## src/rtl/pcd_pkg.sv

```systemverilog
package pcd_pkg;
  localparam int unsigned CODE_W = 3;

  typedef logic [CODE_W-1:0] ratio_code_t;

  typedef struct packed {
    ratio_code_t vclk;
    ratio_code_t sclk;
  } clk_sel_t;

  localparam ratio_code_t CODE_HOLD = 3'b111;
  localparam clk_sel_t SEL_RESET = '{vclk: CODE_HOLD, sclk: CODE_HOLD};

  function automatic logic is_hold(ratio_code_t c);
    return c[2:1] == 2'b11;
  endfunction
endpackage

```

## src/rtl/pcd_ctrl_reg.sv

```systemverilog
module pcd_ctrl_reg
  import pcd_pkg::*;
#(
  parameter int unsigned SETTLE_CYCLES = 8
) (
  input  logic       clk_i,
  input  logic       rst_ni,
  input  logic       wr_en_i,
  input  logic [7:0] wr_data_i,
  output clk_sel_t   sel_o,
  output logic       stable_o
);
  localparam int unsigned SW = $clog2(SETTLE_CYCLES + 1);

  clk_sel_t        sel_q;
  clk_sel_t        sel_new;
  logic [SW-1:0]   settle_q;
  logic            change;

  assign sel_new = clk_sel_t'(wr_data_i[5:0]);
  assign change  = wr_en_i && (sel_new != sel_q);

  always_ff @(posedge clk_i or negedge rst_ni) begin
    if (!rst_ni) begin
      sel_q    <= SEL_RESET;
      settle_q <= '0;
    end else begin
      if (wr_en_i) sel_q <= sel_new;
      if (change) settle_q <= SW'(SETTLE_CYCLES);
      else if (settle_q != '0) settle_q <= settle_q - 1'b1;
    end
  end

  assign sel_o    = sel_q;
  assign stable_o = (settle_q == '0);
endmodule

```

## src/rtl/pcd_div_counter.sv

```systemverilog
module pcd_div_counter #(
  parameter int unsigned CNT_W = 5
) (
  input  logic             clk_i,
  input  logic             rst_ni,
  output logic [CNT_W-1:0] cnt_next_o
);
  logic [CNT_W-1:0] cnt_q;

  assign cnt_next_o = cnt_q + 1'b1;

  always_ff @(posedge clk_i or negedge rst_ni) begin
    if (!rst_ni) cnt_q <= '0;
    else         cnt_q <= cnt_next_o;
  end
endmodule

```

## src/rtl/pcd_clk_out.sv

```systemverilog
module pcd_clk_out
  import pcd_pkg::*;
#(
  parameter int unsigned CNT_W    = 5,
  parameter bit          HOLD_VAL = 1'b0,
  parameter bit          GATED    = 1'b0
) (
  input  logic             clk_i,
  input  logic             rst_ni,
  input  ratio_code_t      code_i,
  input  logic [CNT_W-1:0] cnt_next_i,
  input  logic             blank_i,
  output logic             clk_o
);
  logic             hold, bypass, blanked;
  logic [CNT_W-1:0] mask, tap_sel;
  logic             tap, period_start, run_next;
  logic             run_q, q, pass_en_q;

  assign hold    = is_hold(code_i) || (int'(code_i) > int'(CNT_W));
  assign bypass  = (code_i == '0);
  assign blanked = GATED && blank_i;

  // low code bits of the counter select the tap and the period boundary
  assign mask         = CNT_W'((1 << code_i) - 1);
  assign tap_sel      = CNT_W'(1) << (code_i - 3'd1);
  assign tap          = |(cnt_next_i & tap_sel);
  assign period_start = ((cnt_next_i & mask) == '0);

  // run restarts only at a period boundary, so no runt pulse
  assign run_next = (hold || bypass || blanked) ? 1'b0 :
                    (period_start ? 1'b1 : run_q);

  always_ff @(posedge clk_i or negedge rst_ni) begin
    if (!rst_ni) begin
      run_q <= 1'b0;
      q     <= HOLD_VAL;
    end else begin
      run_q <= run_next;
      if (hold)        q <= HOLD_VAL;
      else if (bypass) q <= 1'b0;
      else             q <= tap & (GATED ? run_next : 1'b1);
    end
  end

  // enable for the pass-through path changes while the clock is low
  always_ff @(negedge clk_i or negedge rst_ni) begin
    if (!rst_ni) pass_en_q <= 1'b0;
    else         pass_en_q <= bypass && !blanked;
  end

  assign clk_o = bypass ? (clk_i & pass_en_q) : q;
endmodule

```

## src/rtl/pcd_top.sv

```systemverilog
module pcd_top
  import pcd_pkg::*;
#(
  parameter int unsigned CNT_W         = 5,
  parameter int unsigned SETTLE_CYCLES = 8
) (
  input  logic       clk_i,
  input  logic       rst_ni,
  input  logic       wr_en_i,
  input  logic [7:0] wr_data_i,
  input  logic       blank_i,
  output logic       vclk_o,
  output logic       sclk_o,
  output logic       load_o,
  output logic       clocks_stable_o
);
  localparam int unsigned NUM_OUT = 3;
  // output 0: video clock, 1: shift clock, 2: load strobe
  localparam logic [NUM_OUT-1:0] HOLD_VALS  = 3'b001;
  localparam logic [NUM_OUT-1:0] GATED_MASK = 3'b010;

  clk_sel_t          sel;
  logic [CNT_W-1:0]  cnt_next;
  ratio_code_t       codes [NUM_OUT];
  logic [NUM_OUT-1:0] outs;

  pcd_ctrl_reg #(.SETTLE_CYCLES(SETTLE_CYCLES)) u_ctrl (
    .clk_i    (clk_i),
    .rst_ni   (rst_ni),
    .wr_en_i  (wr_en_i),
    .wr_data_i(wr_data_i),
    .sel_o    (sel),
    .stable_o (clocks_stable_o)
  );

  pcd_div_counter #(.CNT_W(CNT_W)) u_cnt (
    .clk_i     (clk_i),
    .rst_ni    (rst_ni),
    .cnt_next_o(cnt_next)
  );

  assign codes[0] = sel.vclk;
  assign codes[1] = sel.sclk;
  assign codes[2] = sel.sclk;

  for (genvar g = 0; g < NUM_OUT; g++) begin : g_out
    pcd_clk_out #(
      .CNT_W   (CNT_W),
      .HOLD_VAL(HOLD_VALS[g]),
      .GATED   (GATED_MASK[g])
    ) u_out (
      .clk_i     (clk_i),
      .rst_ni    (rst_ni),
      .code_i    (codes[g]),
      .cnt_next_i(cnt_next),
      .blank_i   (blank_i),
      .clk_o     (outs[g])
    );
  end

  assign vclk_o = outs[0];
  assign sclk_o = outs[1];
  assign load_o = outs[2];
endmodule

```

## config.mk

```make
export PLATFORM = sky130hd
export DESIGN_NAME = pcd_top
export DESIGN_NICKNAME = d
export VERILOG_FILES = /design/src/rtl/pcd_pkg.sv /design/src/rtl/pcd_ctrl_reg.sv /design/src/rtl/pcd_div_counter.sv /design/src/rtl/pcd_clk_out.sv /design/src/rtl/pcd_top.sv
export SDC_FILE = /design/constraint.sdc
export NUM_CORES = 1
export LEC_CHECK = 0
export ABC_AREA = 1
export BUFFER_PORTS_ARGS = -buffer_cell sky130_fd_sc_hd__buf_4
export CAP_MARGIN = 20
export CORE_MARGIN = 5
export CORE_UTILIZATION = 49
export DETAILED_ROUTE_END_ITERATION = 8
export GPL_TIMING_DRIVEN = 0
export PLACE_DENSITY = 0.78
export SKIP_LAST_GASP = 1
export SYNTH_ARGS = -nofsm -noshare
export SYNTH_HDL_FRONTEND = slang
export SYNTH_SLANG_ARGS = --single-unit
```

## constraint.sdc

```tcl
create_clock -name clk_i -period 1.88 [get_ports clk_i]
set_input_delay 0.094 -clock clk_i [delete_from_list [all_inputs] [get_ports clk_i]]
set_output_delay 0.094 -clock clk_i [all_outputs]
set_load 0.03 [all_outputs]
```

==> run_results.csv <==
group,metric,value,unit
layout,fill_cells,171,
global_routing,first_global_vias,1101,
worst_setup_path,worstSetupPathType,"register to output pin",
power_and_ir_drop,irDropWorstVdd,0.640,mV
routing,drtPass1Iterations,4,
floorplanning,start_util,52.3,%
global_routing,grt_antenna_before_repair,0,
sta,slew_viol_final,0,
layout,syn_to_final_growth,30.6,%
routing,antenna_left,0,
sta,clock_skew,0.00759,ns
worst_setup_path,slowest_delay,0.40,ns
power_and_ir_drop,pwr-share-seq,39.2,%
logic_synthesis,synth_top_area_cell,"dfrtp_1",
logic_synthesis,yosys_warnings,0,
logic_synthesis,synth_cell_types,24,
worst_setup_path,cp-start-kind,"register",
sta,hold_viol_final,0,
sta,worst_pin_slew,0.332,ns
worst_setup_path,arrival,2.09,ns
power_and_ir_drop,combPwrFrac,26.9,%
clocking,insertion_delay,0.43,ns
global_routing,grt_max_degree,23,
worst_setup_path,path_buf_inv,1,
logic_synthesis,syn-num-nets,162,
layout,drive_gt1_share,26.4,%
floorplanning,core_area,0.00228,mm^2
worst_setup_path,required,1.79,ns
logic_synthesis,synth_area_leaders,"dfrtp_1 25%, dfstp_2 15%, nand2_1 11%",
global_routing,grt_pass1_wl,4380,um
worst_setup_path,crit_slowest_cell,"dfrtn_1",
logic_synthesis,synth-seq-cells,22,
power_and_ir_drop,power.leakage,0.819,nW
worst_setup_path,crit_fanout,1,
floorplanning,rows,17,
floorplanning,die_w,59.3,um
floorplanning,dieArea,0.00352,mm^2
clocking,clk_pin_slew,0.12,ns
layout,fin_cells,210,
layout,diodes,0,
routing,finalWirelength,2510,um
worst_setup_path,setup.worst_path.end_class,"output pin",
power_and_ir_drop,power_switching_share,33.4,%
status,violations,"negative setup slack",
floorplanning,die_y,59.3,um
logic_synthesis,syn_area,0.00119,mm^2
power_and_ir_drop,pwr-share-clk,33.9,%
logic_synthesis,avgSynthCellArea,8.16,um^2
place,gp_congestion,0.752,
power_and_ir_drop,intPower,0.999,mW
power_and_ir_drop,p_sw,0.500,mW
routing,wire_per_inst,11.9,um
power_and_ir_drop,p_per_area,964,mW/mm^2
worst_setup_path,cp_cell_sequence,"nand2_1 -> o21ai_2 -> buf_6",
place,dp.cells,187,
layout,utilization,68.3,%
routing,drc,0,
place,port_buffers,13,
worst_setup_path,cp_top_family,"flip-flops",
layout,finalNetCount,198,
logic_synthesis,yosys.area.top_type_share,25.2,%
sta,rsz0062_at_grt,"true",
clocking,cts_tree,"done",
status,run_status,"finished with violations",
min_path,hp-class,"input pin to async pin",
layout,seq_area,559,um^2
global_routing,grtUsageTotal,17.3,%
flow_run,max_cap_violations,0,
place,dp_hpwl,1660,um
logic_synthesis,ys_seq_area_share,47.0,%
sta,setup_viol_count_final,6,
routing,viasPerCell,4.98,
routing,num_vias,1045,
global_routing,overflow,0,
layout,multi_input_area,547,um^2
sta,layout_setup_ws,-0.307,ns
floorplanning,ios,16,
routing,first_iter_violations,24,
sta,timing.slew.headroom,77.9,%
logic_synthesis,netlist_instances,146,
==> state kept, by name, indices dropped and copies added (netlist names) <==
register,count
u_cnt.cnt_q,5
u_ctrl.sel_o,6
u_ctrl.settle_q,4
g_out.u_out.run_q,1
g_out.u_out.q,3
g_out.u_out.pass_en_q,3
==> power groups by stage <==
| stage | Combinational [mW] | Sequential [mW] | Clock, mW |
|---|---|---|---|
| finish | 0.404 | 0.588 | 0.508 |
| global route | 0.465 | 0.597 | 0.546 |
| detailed placement | 0.368 | 0.599 | 0.0539 |
| floorplan | 0.278 | 0.590 | 0.0381 |
| CTS | 0.405 | 0.587 | 0.526 |
| global placement | 0.344 | 0.595 | 0.0539 |
==> cell usage after synthesis <==
library cell	instances
clkbuf_2	1
and2_4	1
nand3_1	9
nor2_2	2
dfrtp_1	12
nand3_2	1
nand2_2	2
a21oi_1	2
o21ai_0	12
xnor2_1	1
nand2_1	35
o211ai_1	2
nand4_1	7
inv_2	2
xor2_1	5
dfrtn_1	3
clkbuf_1	1
xor2_2	1
mux2_2	1
ha_1	4
dfstp_2	7
inv_1	23
or2_1	2
nor2_1	10
==> path summary, 6_finish.rpt <==
check	from	endpoint	slack [ns]	cells after the start
worst max-delay path	g_out[1].u_out.pass_en_q$_DFF_NN0_	sclk_o	-0.31	3
worst min-delay path	rst_ni	g_out[1].u_out.run_q$_DFF_PN0_	0.07	2
worst max register to register	u_ctrl.sel_o[4]$_DFFE_PN1P_	g_out[0].u_out.pass_en_q$_DFF_NN0_	0.03	3
worst min register to register	u_ctrl.sel_o[5]$_DFFE_PN1P_	g_out[0].u_out.q$_DFF_PN1_	0.51	2
max in group asynchronous	rst_ni	g_out[0].u_out.pass_en_q$_DFF_NN0_	0.73	2
min in group clk_i	wr_data_i[3]	u_ctrl.sel_o[3]$_DFFE_PN1P_	0.42	4
==> per-stage QoR <==
| stage | hold slack [ns] | setup WS, ns | TNS [ns] | power (mW) | area [um^2] |
|---|---|---|---|---|---|
| floorplan | -0.202 | -0.0232 | -0.0670 | 0.906 | 1210 |
| global placement | -0.00851 | -0.0925 | -0.202 | 0.994 | 1350 |
| detailed placement | -0.00212 | -0.120 | -0.272 | 1.02 | 1350 |
| CTS | 0.0922 | -0.336 | -0.981 | 1.52 | 1560 |
| global route | 0.102 | -0.372 | -1.07 | 1.61 | 1560 |
| finish | 0.0740 | -0.307 | -0.908 | 1.50 | 1560 |
==> cells by family after synthesis <==
family | count (synthesis) | synth area share, %
AOI/OAI and AO/OA | 16 | 7.14
xor gates and xnor gates | 7 | 5.78
adders and majority gates | 4 | 4.20
buffers and inverters | 27 | 8.61
DFF | 22 | 47.0
muxes | 1 | 0.945
and+or+nand+nor | 69 | 26.4
==> cell type report <==
cell class	instances	share of cell area, %
sequential	22	36.0
multi-input combinational	97	35.2
timing repair buffer	25	13.7
inverter	25	6.03
clock buffer	11	5.55
tap	28	2.25
clock inverter	1	1.13
buffer	1	0.241
==> cell usage in the layout, fill, tap and decap left out, types with 2 or more instances in the layout <==
cell type and n:
a21oi_1 2, buf_4 16, buf_6 2, clkbuf_1 2, clkbuf_4 7, dfrtn_1 3, dfrtp_1 12, dfstp_2 7
dlygate4sd3_1 10, ha_1 4, inv_1 22, inv_2 3, nand2_1 34, nand2_2 2, nand3_1 9, nand4_1 7
nor2_1 9, nor2_2 3, o211ai_1 2, o21ai_0 9, o21ai_2 2, or2_1 2, xor2_1 5
==> per-layer routing <==
metal	global-route usage [%]	part of all wire [%]
met4	12.6	2.4
met2	26.1	50
met1	19.3	44
met3	7.63	3.9
met5	0	0
==> timing repair <==
item	in CTS	in global routing
buffers inserted	5	0
endpoints found under the hold margin	31	0
hold buffers	10	0
endpoints found under the setup margin	9	7
pin swaps	3	3
resized for setup	3	1
==> worst reg2reg max path, cell delays in order, from the launching register on <==
cell     delay [ns]
dfstp_2        0.62
nor2_2         0.07
nand2_2        0.06
inv_1          0.03
(Power assumes the default switching activity.)
